$ cat config.mk
export PLATFORM = sky130hd
export DESIGN_NAME = strip_cut_recorder
export DESIGN_NICKNAME = d
export VERILOG_FILES = /design/src/rtl/cut_pkg.sv /design/src/rtl/cut_accum.sv /design/src/rtl/cut_wr_port.sv /design/src/rtl/strip_cut_recorder.sv
export SDC_FILE = /design/constraint.sdc
export NUM_CORES = 1
export LEC_CHECK = 0
export BUFFER_PORTS_ARGS = -buffer_cell sky130_fd_sc_hd__buf_2
export CAP_MARGIN = 30
export CORE_ASPECT_RATIO = 1.1
export CORE_MARGIN = 8
export CORE_UTILIZATION = 39
export DETAILED_ROUTE_END_ITERATION = 6
export SLEW_MARGIN = 20
export SYNTH_ARGS = -nofsm -noshare
export SYNTH_HDL_FRONTEND = slang
export SYNTH_SLANG_ARGS = --single-unit
$ cat constraint.sdc
create_clock -name clk -period 2.84 [get_ports clk]
set_input_delay 0.142 -clock clk [delete_from_list [all_inputs] [get_ports clk]]
set_output_delay 0.142 -clock clk [all_outputs]
set_load 0.02 [all_outputs]
$ cat src/rtl/cut_pkg.sv
package cut_pkg;

    typedef enum logic [1:0] {
        ST_RUN   = 2'd0,
        ST_FLUSH = 2'd1,
        ST_FINAL = 2'd2,
        ST_DONE  = 2'd3
    } cut_state_e;

    // bit that marks the vertex emitted before the current count
    function automatic logic [4:0] prev_bit_pos(input logic [31:0] count);
        logic [31:0] prev;
        prev = count - 32'd1;
        return prev[4:0];
    endfunction

    // header dword that holds the marker of the vertex before count
    function automatic logic [31:0] prev_word_idx(input logic [31:0] count);
        return (count - 32'd1) >> 5;
    endfunction

endpackage

$ cat src/rtl/cut_accum.sv
module cut_accum
    import cut_pkg::*;
#(
    parameter int MAX_VERTS = 256,
    parameter int CNT_W     = $clog2(MAX_VERTS + 1)
) (
    input  logic             clk,
    input  logic             rst_n,
    input  logic             mark_i,
    input  logic             advance_i,
    input  logic             wipe_i,
    output logic [CNT_W-1:0] count_o,
    output logic [31:0]      word_o
);

    logic [31:0]      acc_q;
    logic [CNT_W-1:0] count_q;

    // accumulator including this cycle's marker
    always_comb begin
        word_o = acc_q;
        if (mark_i)
            word_o = acc_q | (32'd1 << prev_bit_pos(32'(count_q)));
    end

    assign count_o = count_q;

    always_ff @(posedge clk) begin
        if (!rst_n) begin
            acc_q   <= '0;
            count_q <= '0;
        end else begin
            acc_q <= wipe_i ? 32'd0 : word_o;
            if (advance_i)
                count_q <= count_q + CNT_W'(1);
        end
    end

endmodule

$ cat src/rtl/cut_wr_port.sv
module cut_wr_port #(
    parameter int SLOT_W    = 1,
    parameter bit USE_LANES = 1'b1,
    parameter bit USE_SLOT  = 1'b1
) (
    input  logic              clk,
    input  logic              rst_n,
    input  logic              load_i,
    input  logic [31:0]       word_i,
    input  logic [31:0]       idx_i,
    input  logic              ready_i,
    output logic              valid_o,
    output logic [127:0]      data_o,
    output logic [3:0]        lanes_o,
    output logic [SLOT_W-1:0] slot_o
);

    logic [3:0]        lane_sel;
    logic [SLOT_W-1:0] slot_sel;
    logic              unused_idx_bits;

    assign unused_idx_bits = ^idx_i;

    generate
        if (USE_LANES) begin : g_lanes
            assign lane_sel = 4'b0001 << idx_i[1:0];
        end else begin : g_all_lanes
            assign lane_sel = 4'b1111;
        end
        if (USE_SLOT) begin : g_slot
            assign slot_sel = SLOT_W'(idx_i >> 2);
        end else begin : g_no_slot
            assign slot_sel = '0;
        end
    endgenerate

    always_ff @(posedge clk) begin
        if (!rst_n) begin
            valid_o <= 1'b0;
            data_o  <= '0;
            lanes_o <= '0;
            slot_o  <= '0;
        end else if (load_i) begin
            valid_o <= 1'b1;
            data_o  <= {4{word_i}};
            lanes_o <= lane_sel;
            slot_o  <= slot_sel;
        end else if (valid_o && ready_i) begin
            valid_o <= 1'b0;
        end
    end

endmodule

$ cat src/rtl/strip_cut_recorder.sv
module strip_cut_recorder
    import cut_pkg::*;
#(
    parameter int MAX_VERTS = 256
) (
    input  logic                  clk,
    input  logic                  rst_n,
    input  logic                  points_i,
    input  logic                  emit_i,
    input  logic                  cut_i,
    input  logic                  end_i,
    output logic                  busy_o,
    output logic                  wr_valid_o,
    input  logic                  wr_ready_i,
    output logic [((((MAX_VERTS + 127) / 128) > 1) ? $clog2((MAX_VERTS + 127) / 128) : 1)-1:0] wr_slot_o,
    output logic [3:0]            wr_lanes_o,
    output logic [127:0]          wr_data_o
);

    localparam int CNT_W     = $clog2(MAX_VERTS + 1);
    localparam int NUM_SLOTS = (MAX_VERTS + 127) / 128;
    localparam int SLOT_W    = (NUM_SLOTS > 1) ? $clog2(NUM_SLOTS) : 1;
    localparam bit BIG       = (MAX_VERTS > 32);
    localparam bit HUGE      = (MAX_VERTS > 128);

    cut_state_e       st_q, st_d;
    logic [CNT_W-1:0] count_w;
    logic [31:0]      cnt32;
    logic [31:0]      word_w;
    logic             mark, advance, wipe, load;

    assign cnt32 = 32'(count_w);

    cut_accum #(
        .MAX_VERTS (MAX_VERTS),
        .CNT_W     (CNT_W)
    ) u_accum (
        .clk       (clk),
        .rst_n     (rst_n),
        .mark_i    (mark),
        .advance_i (advance),
        .wipe_i    (wipe),
        .count_o   (count_w),
        .word_o    (word_w)
    );

    cut_wr_port #(
        .SLOT_W    (SLOT_W),
        .USE_LANES (BIG),
        .USE_SLOT  (HUGE)
    ) u_port (
        .clk     (clk),
        .rst_n   (rst_n),
        .load_i  (load),
        .word_i  (word_w),
        .idx_i   (prev_word_idx(cnt32)),
        .ready_i (wr_ready_i),
        .valid_o (wr_valid_o),
        .data_o  (wr_data_o),
        .lanes_o (wr_lanes_o),
        .slot_o  (wr_slot_o)
    );

    // state register
    always_ff @(posedge clk) begin
        if (!rst_n)
            st_q <= ST_RUN;
        else
            st_q <= st_d;
    end

    // next state and datapath controls
    always_comb begin
        st_d    = st_q;
        mark    = 1'b0;
        advance = 1'b0;
        wipe    = 1'b0;
        load    = 1'b0;
        unique case (st_q)
            ST_RUN: begin
                mark = cut_i && !points_i;
                if (end_i) begin
                    load = (cnt32 != 32'd0);
                    st_d = load ? ST_FINAL : ST_DONE;
                end else if (emit_i && (cnt32 < 32'(MAX_VERTS))) begin
                    advance = 1'b1;
                    if (BIG && (cnt32[4:0] == 5'd0)) begin
                        wipe = 1'b1;
                        load = (cnt32 != 32'd0);
                    end
                    if (load)
                        st_d = ST_FLUSH;
                end
            end
            ST_FLUSH: if (wr_ready_i) st_d = ST_RUN;
            ST_FINAL: if (wr_ready_i) st_d = ST_DONE;
            ST_DONE:  st_d = ST_DONE;
        endcase
    end

    // outputs
    always_comb begin
        busy_o = (st_q != ST_RUN);
    end

endmodule

# After elaboration in Yosys (flattened, before gate mapping)
# Cells that the tools add are included.
word_totals:
  regBits: 177
op_classes:
  bitwise_logic: 2
  shift: 2
  n_lt_le_gt_ge: 1
  n_reduce_logical: 11
  addsub: 2
  mux: 25
  eq_ne: 7
op_table:
  columns: ["cell", "count"]
  rows:
  - ["32-bit 2-to-1 mux", 1]
  - ["32-bit OR", 1]
  - ["32-bit nonzero test", 1]
  - ["1-bit by 5-bit left shift with 32-bit output (first input constant)", 1]
  - ["1-bit 2-to-1 mux", 18]
  - ["2-bit 2-to-1 mux", 5]
  - ["9-bit by 1-bit adder with 9-bit output (second input constant)", 1]
  - ["9-bit less-than comparator (second input constant)", 1]
  - ["2-bit case mux with 4 select lines", 1]
  - ["8-bit by 1-bit subtractor with 8-bit output (second input constant)", 1]
  - ["3-bit != test (second input constant)", 2]
  - ["5-bit zero test", 1]
  - ["2-bit == test (second input constant)", 2]
  - ["2-bit != test (second input constant)", 2]
  - ["4-bit AND reduction", 1]
  - ["2-bit nonzero test", 2]
  - ["1-bit by 2-bit left shift with 4-bit output (first input constant)", 1]
  - ["1-bit logical AND", 3]
  - ["2-bit by 1-bit == test with 1-bit output (second input constant)", 1]
  - ["2-bit zero test", 1]
  - ["2-bit OR reduction", 1]
  - ["1-bit zero test", 1]
  - ["1-bit NOT", 1]

# Depth between registers and ports, before layout
# Gate-level depths: netlist (run 1).
depth:
  depth_word: 9
  ltp_mapped: 8
  depth_no_buf: 6

# Modules after synthesis
# A second synthesis (run 1) with hierarchy kept.
hier_totals:
  hier_cells: 449
  area_unflattened_um2: 4543.1
modules_own_cells:
  columns: ["mod", "n_inst", "seq_area_each_um2", "cells_each", "area_each_um2"]
  rows:
  - ["cut_wr_port", 1, 760.7, 223, 2203.4]
  - ["cut_accum", 1, 820.8, 193, 2090.8]
  - ["strip_cut_recorder", 1, 40.0, 33, 249.0]

# Worst setup path before layout (run 1)
# No wires, ideal clock.
synth_path:
  path_kind: "reg2reg"
  startpoint: "register u_accum.count_q[0] (netlist: u_accum.count_o[0])"
  endpoint: "register u_port.data_o[107]"
  synth_period_minus_slack_ps: 2130
  path_stages_with_launch: 8
  required_time_ps: 2749
  arrival_ps: 2039
  slack_ps: 710
  n_path_buf: 1
  cell_sequence: "dfxtp_1 > inv_1 > ha_1 > nor3b_2 > xnor2_1 > clkbuf_1 > o211ai_1 > a311oi_1"
synth_between:
  elab_chain_cells: 8
synth_lines:
  columns: ["item", "line_no", "text"]
  rows:
  - ["start: declaration", "cut_accum.sv:17", "logic [CNT_W-1:0] count_q;"]
  - ["start signal: assignment", "cut_accum.sv:35", "count_q <= count_q + CNT_W'(1);"]
  - ["32-bit nonzero test or 5-bit zero test (tied branches)", "strip_cut_recorder.sv:83, strip_cut_recorder.sv:89, strip_cut_recorder.sv:87", null]
  - ["1-bit 2-to-1 mux", "strip_cut_recorder.sv:87", "if (BIG && (cnt32[4:0] == 5'd0)) begin"]
  - ["1-bit 2-to-1 mux", "strip_cut_recorder.sv:85", "end else if (emit_i && (cnt32 < 32'(MAX_VERTS))) begin"]
  - ["1-bit 2-to-1 mux", "strip_cut_recorder.sv:82", "if (end_i) begin"]
  - ["1-bit 2-to-1 mux", "strip_cut_recorder.sv:79", "unique case (st_q)"]
  - ["1-bit 2-to-1 mux", "strip_cut_recorder.sv:85", null]
  - ["1-bit 2-to-1 mux", "strip_cut_recorder.sv:82", null]
  - ["1-bit 2-to-1 mux", "strip_cut_recorder.sv:79", null]
  - ["end signal: assignment", "cut_wr_port.sv:45", "data_o <= {4{word_i}};"]
  - ["end: declaration", "cut_wr_port.sv:13", "output logic [127:0] data_o,"]
# Several ways; a longest one is shown, not always the timed one. The select of a mux whose other input is x is not followed.
# A chain may end at the register's enable or synchronous reset.

# Final worst setup path (run 1)
layout_path:
  startpoint: "register u_accum.count_q[0] (netlist: u_accum.count_o[0])"
  endpoint: "register u_port.data_o[100]"
# The elaborated chain is that of the path after synthesis.

==> key figures, run 1 <==
Timing
  • Tmin final: 2.54 ns
  • Hold Worst Slack: 0.0925 ns
  • Fmax: just under 0.4 GHz
  • # setup viols final: 0
  • Setup TNS: 0 ns
  • Slew @ Worst Pin: 0.820 ns
  • Rel. slew slack: 0.449
  • Final period util: 0.894
  • Layout Skew: about 0.0051 ns
  • Final Hold Vio Count: 0
  • Max-slew violations: 0
  • RSZ-0062 raised after global routing: no

Floorplanning
  • Rows: 39
  • Total core area: ~10000 sq um
  • # IOs: between 100 and 150
  • Initial core utilization: 0.397
  • Chip height: roughly 120 um
  • Die W: between 100 and 150 um
  • Die area: about 14000 sq um

Pwr
  • Clock network power share: 0.435
  • Pleak: 2.03 nW
  • Max VDD drop: around 310 uV
  • Total power per unit cell area: 686 nW/um^2
  • Switching power total: 0.869 mW
  • Sequential power share: 0.393
  • Sw Share: 0.281
  • Combinational group share of total power: 0.172
  • Internal power: ~2.2 mW

Setup path
  • Crit start category: flip-flop
  • Crit path arrival time: 2.78 ns
  • Crit Path Max Fanout: 9
  • Kind of critical path: reg2reg
  • Worst Setup End Kind: flip-flop
  • Critical Path RT: slightly above 3 ns

Synth
  • Asr flop ratio synth: 0
  • Synth Instances: approximately 460
  • Compound-cell area share of the yosys netlist: 0.224
  • Proportion of synthesized area in mux cells: 0.00734
  • Mapped Area: roughly 4100 sq um
  • Xor/xnor share of the synthesized area: 0.0254
  • Share of the yosys chip area belonging to registers: 0.397
  • Simple-gate area share of the yosys netlist: 0.0942
  • Main synth FF type: dfxtp_1
  • FF+latch count, synth: 81
  • Main combinational cell family by area after synthesis: buffers and inverters
  • Yosys cell types: 45
  • EDFF count, synth: 0
  • Syn Area/Cell: approximately 9 sq um
  • Syn. warnings: 0
  • Mapped Nets: 470
  • Post-synthesis adder-cell area fraction: 0.0184

Clock tree
  • Hold buffers post-CTS: 0
  • Inserted Clock Buffers: 9
  • CTS Buffer Depth: 2
  • Clock Latency Late Sink: about 0.33 ns
  • Root Driver: clkbuf_16
  • CTS resizes: 0
  • CTS tree: built
  • H-tree level count: 3
  • Post-CTS repair timing setup buffer count: 0
  • Reg clk slew, reported paths: ~0.06 ns
  • CTS sink count: 81

Global route
  • GRT overflow: 0
  • Vias in the first global route: a little over 3000
  • Largest net degree at the start of global routing: 39
  • First-pass GRT wire length: 15.6 mm
  • Initial antenna violation count: 0
  • GRT Total Usage: 0.137

Routing
  • Drt wl/cell: about 15 um
  • Antenna Nets Post-Route: 0
  • Iter 0 DRT Violations: roughly 140
  • DRC viols: 0
  • Drt via density: between 4 and 5
  • Routed vias: ~3100
  • Final WL: slightly below 10 mm
  • First-pass DRT Iterations: 4

Placement
  • Detailed Place HPWL: between 7 and 8 mm
  • Port bufs: 141
  • Placed Cells: between 600 and 700
  • GPL Wtd Cong: about 0.76
  • Area after DPL: 4160 sq um

Cells and area
  • Nets@finish: around 500
  • Non-filler cells in the finished layout: roughly 640
  • Diode count: 0
  • P&R area growth vs syn: 10.5%
  • Share of cells above drive strength 1: 0.364
  • Most common library cell in the layout ignoring fill and taps: buf_2
  • Most frequent cells in the layout: 141 x buf_2, 81 x dfxtp_1, 51 x a21oi_1
  • Design area: approximately 4500 sq um

Worst hold path
  • Worst Hold Class: in2reg

Status
  • Status: complete, no violations

Job
  • Max-cap viol count: 0
[cell usage after synthesis, types with 7 or more instances]
cell | instances | area share
dfxtp_1 | 81 | 0.40
a311oi_1 | 16 | 0.034
clkbuf_1 | 17 | 0.016
buf_2 | 7 | 0.0086
inv_1 | 22 | 0.020
a21oi_1 | 51 | 0.062
o211ai_1 | 17 | 0.031
a31oi_1 | 16 | 0.024
a211oi_1 | 13 | 0.024
nand2_1 | 12 | 0.011
buf_4 | 97 | 0.18
nor2_1 | 28 | 0.026
[metal layers]
layer / GRT usage / part of all wire / up-vias
li1: - / - / 1561
met1: 0.153 / 0.42 / 1466
met2: 0.238 / 0.50 / 90
met3: 0.0479 / 0.076 / 8
met4: 0.0467 / 0.011 / 0
met5: 0 / 0 / -
[power groups by stage]
stage          Sequential (mW)  Combinational, mW  Clock (mW)
5_1_grt                   1.23              0.576        1.43
2_1_floorplan             1.28              0.434           0
3_5_place_dp              1.24              0.539           0
3_3_place_gp              1.24              0.537           0
6_report                  1.22              0.533        1.35
4_1_cts                   1.22              0.540        1.37
[cells by family (layout without fill, tap and decap cells)]
| family | after synthesis | in the layout |
|---|---|---|
| buf+inv | 149 | 186 |
| compound gates | 134 | 134 |
| flops | 81 | 81 |
| simple gates | 73 | 73 |
| xor+xnor | 11 | 11 |
| fa+ha+maj | 6 | 6 |
| mux | 3 | 3 |
[through the flow]
stage / setup WS, ns / power [mW] / util
finish: 0.300 / 3.10 / 0.439
global route: 0.0841 / 3.23 / 0.439
CTS: 0.300 / 3.13 / 0.439
detailed placement: 0.282 / 1.78 / 0.404
global placement: 0.398 / 1.78 / 0.404
floorplan: 0.710 / 1.71 / -
[registers in the layout (all words and copies together) (netlist names)]
name,flops
u_port.data_o,32
u_port.slot_o,1
u_port.lanes_o,4
u_port.valid_o,1
st_q,2
u_accum.count_o,9
u_accum.acc_q,32
[critical path: stages, from the launching register on]
cell	delay, ns
dfxtp_1	0.48
inv_1	0.14
ha_1	0.30
nor3b_2	0.21
xnor2_1	0.67
buf_4	0.29
a31oi_1	0.10
a211oi_1	0.26
[final timing paths]
kind	slack (ns)	end	depth (start not counted)	start
max	0.30	u_port.data_o[100]$_SDFFE_PN0P_	7	u_accum.count_o[0]$_SDFFE_PN0P_
min	0.09	st_q[0]$_SDFFE_PN0P_	3	wr_ready_i
max reg2reg	0.30	u_port.data_o[100]$_SDFFE_PN0P_	7	u_accum.count_o[0]$_SDFFE_PN0P_
min reg2reg	0.45	u_accum.acc_q[1]$_SDFF_PP0_	2	u_accum.acc_q[1]$_SDFF_PP0_
[final cells by class]
class / count / area [sq um]
Clock inverter: 6 / 114
Multi-Input combinational cell: 227 / 1520
Sequential cell: 81 / 1620
Fill cell: 1033 / 5780
Tap cell: 143 / 179
Clock buffer: 10 / 239
Inverter: 22 / 82.6
Timing Repair Buffer: 148 / 758
(Power assumes the default switching activity.)
==> run 2: changes to the inputs <==
--- a/config.mk
+++ b/config.mk
@@ -11,4 +11,5 @@
 export CORE_MARGIN = 8
 export CORE_UTILIZATION = 39
+export CTS_CLUSTER_DIAMETER = 30
 export DETAILED_ROUTE_END_ITERATION = 6
 export SLEW_MARGIN = 20
==> constraint.sdc (replaced) <==
create_clock -name clk -period 3.1 [get_ports clk]
set_input_delay 0.62 -clock clk [delete_from_list [all_inputs] [get_ports clk]]
set_output_delay 0.62 -clock clk [all_outputs]
set_load 0.02 [all_outputs]
==> run 2 against run 1 <==
  * The run now ends with DRC left
  * Register-to-register slack improved by 0.40 ns
  * Total power fell by 11%
  * Non-clock buffer count down 1
  * Final area down 0.66%
  * First-iteration DRC count rose by 63%
  * Final cell count is 0.16% lower
  * Core utilization shrank 0.29 points
  * Highest routed layer unchanged
  * Hold slack better by 0.36 ns
  * Count of clock-buffer cells in the layout rose by 2
  * Via count rose by 1.1%
==> key figures, run 2 (synthesis results as in run 1) <==
Floorplanning
  • Die W: 114 um (unchanged)
  • Chip height: 123 um (unchanged)
  • Rows: 39 (unchanged)
  • Total core area: 10300 sq um (unchanged)
  • Die area: 14000 sq um (unchanged)
  • Initial core utilization: 0.397 (unchanged)
  • # IOs: 142 (unchanged)

Routing
  • Routed vias: 3158 (+1.1%)
  • Antenna Nets Post-Route: 0 (unchanged)
  • First-pass DRT Iterations: 7 (+3)
  • Drt wl/cell: 15.2 um (-1.5%)
  • DRC viols: 1 (+1)
  • Iter 0 DRT Violations: 220 (+63%)
  • Drt via density: 4.97 (+1.2%)
  • Final WL: 9.70 mm (-1.7%)

Clock tree
  • CTS Buffer Depth: 2 (unchanged)
  • CTS resizes: 0 (unchanged)
  • CTS sink count: 81 (unchanged)
  • CTS tree: built
  • Post-CTS repair timing setup buffer count: 0 (unchanged)
  • Root Driver: clkbuf_16
  • H-tree level count: 3 (unchanged)
  • Reg clk slew, reported paths: 0.06 ns (about the same)
  • Hold buffers post-CTS: 0 (unchanged)
  • Inserted Clock Buffers: 9 (unchanged)
  • Clock Latency Late Sink: 0.33 ns (about the same)

Timing
  • Max-slew violations: 0 (unchanged)
  • Final period util: 0.773 (-0.121)
  • Rel. slew slack: 0.542 (+0.0927)
  • Fmax: 0.417 GHz (+6.0%)
  • Setup TNS: 0 ns (unchanged)
  • # setup viols final: 0 (unchanged)
  • Slew @ Worst Pin: 0.686 ns (-0.134 ns)
  • Final Hold Vio Count: 0 (unchanged)
  • RSZ-0062 raised after global routing: no
  • Layout Skew: 0.00252 ns (-0.00260 ns)
  • Tmin final: 2.40 ns (-0.143 ns)

Cells and area
  • Diode count: 0 (unchanged)
  • Most common library cell in the layout ignoring fill and taps: buf_2
  • Most frequent cells in the layout: 141 x buf_2, 81 x dfxtp_1, 51 x a21oi_1
  • Share of cells above drive strength 1: 0.361 (-0.00332)
  • P&R area growth vs syn: 9.73%
  • Nets@finish: 501 (-0.20%)
  • Design area: 4490 sq um (-0.66%)

Setup path
  • Worst Setup End Kind: flip-flop
  • Critical Path RT: 3.34 ns (+0.26 ns)
  • Crit path arrival time: 2.63 ns (-0.15 ns)
  • Internal reg-to-reg setup slack: 0.70 ns (+0.40 ns)
  • Crit Path Max Fanout: 16 (+7)
  • Worst r2r src: u_accum.count_o[0]$_SDFFE_PN0P_
  • Kind of critical path: reg2reg
  • Crit start category: flip-flop
  • CP Launch Point: u_accum.count_o[0]$_SDFFE_PN0P_

Status
  • Failing checks: DRC
  • Status: finished with violations

Pwr
  • Max VDD drop: 293 uV (-6.6%)
  • Clock network power share: 0.420 (-0.015)
  • Total power per unit cell area: 614 nW/um^2 (-10%)
  • Pleak: 2.02 nW (-0.58%)
  • Switching power total: 0.777 mW (-11%)
  • Sw Share: 0.282 (+0.00149)
  • Internal power: 1.98 mW (-11%)
  • Combinational group share of total power: 0.175 (+0.003)
  • Sequential power share: 0.405 (+0.012)

Global route
  • Initial antenna violation count: 0 (unchanged)
  • GRT Total Usage: 0.136 (-0.000667)
  • First-pass GRT wire length: 15.4 mm (-1.3%)
  • Largest net degree at the start of global routing: 39 (unchanged)
  • Vias in the first global route: 2904 (-4.1%)
  • GRT overflow: 0 (unchanged)

Placement
  • GPL Wtd Cong: 0.819 (+8.0%)
  • Detailed Place HPWL: 6.96 mm (-0.60%)
  • Area after DPL: 4160 sq um (-0.18%)
  • Port bufs: 141 (unchanged)

Worst hold path
  • Hold Startpoint: u_accum.acc_q[15]$_SDFF_PP0_
  • Worst Hold Class: reg2reg

Job
  • Max-cap viol count: 0 (unchanged)
-- run 2: changes by cell type in the layout (fill, tap and decap cells not counted) --
cell        before  now
inv_8            1    0
clkinvlp_4       1    0
bufinv_16        3    2
buf_4            7    6
inv_6            0    1
clkbuf_8         1    2
clkbuf_1         0    1
-- run 2: stage by stage --
step | worst slack [ns] | total power, mW | hold WS (ns) | instances | utilization
after global routing | 0.467 | 2.88 | 0.468 | 636 | 0.436
after global placement | 0.812 | 1.62 | 0.437 | 620 | 0.404
final | 0.703 | 2.76 | 0.453 | 636 | 0.436
after CTS | 0.708 | 2.79 | 0.455 | 636 | 0.436
after detailed placement | 0.712 | 1.63 | 0.447 | 620 | 0.404
after floorplan | 0.970 | 1.57 | 0.424 | 457 | -
-- run 2: worst paths after layout --
kind                                           to  cells past startpoint
setup / recovery  u_port.data_o[116]$_SDFFE_PN0P_                      6
hold / removal       u_accum.acc_q[15]$_SDFF_PP0_                      2
setup reg to reg  u_port.data_o[116]$_SDFFE_PN0P_                      6
hold reg to reg      u_accum.acc_q[15]$_SDFF_PP0_                      2
-- run 2: critical path, stage by stage (launching register included) --
cell	delay (ns)
dfxtp_1	0.39
inv_1	0.15
ha_1	0.29
nor3b_2	0.33
xor2_2	0.59
a31oi_1	0.24
a211oi_1	0.31
-- run 2: power by group through the flow --
| stage | combinational [mW] | clock, mW | sequential, mW |
|---|---|---|---|
| 5_1_grt | 0.523 | 1.23 | 1.13 |
| 6_report | 0.483 | 1.16 | 1.12 |
| 3_3_place_gp | 0.484 | 0 | 1.14 |
| 2_1_floorplan | 0.398 | 0 | 1.17 |
| 3_5_place_dp | 0.489 | 0 | 1.14 |
| 4_1_cts | 0.490 | 1.18 | 1.12 |
-- run 2: cell type report --
class / count / area, sq um
well taps: 143 / 179
multi-input cells: 227 / 1520
clock buffers: 12 / 256
fillers: 1014 / 5810
clock inverters: 4 / 73.8
flip-flops and latches: 81 / 1620
repair buffers: 147 / 751
inverters: 22 / 82.6
-- run 2: routing by layer --
metal | up-vias | global-route usage | part of all wire
met1 | 1486 | 0.162 | 0.41
met5 | - | 0 | 0
met2 | 97 | 0.221 | 0.49
met4 | 0 | 0.0608 | 0.017
met3 | 12 | 0.0435 | 0.076
li1 | 1563 | - | -
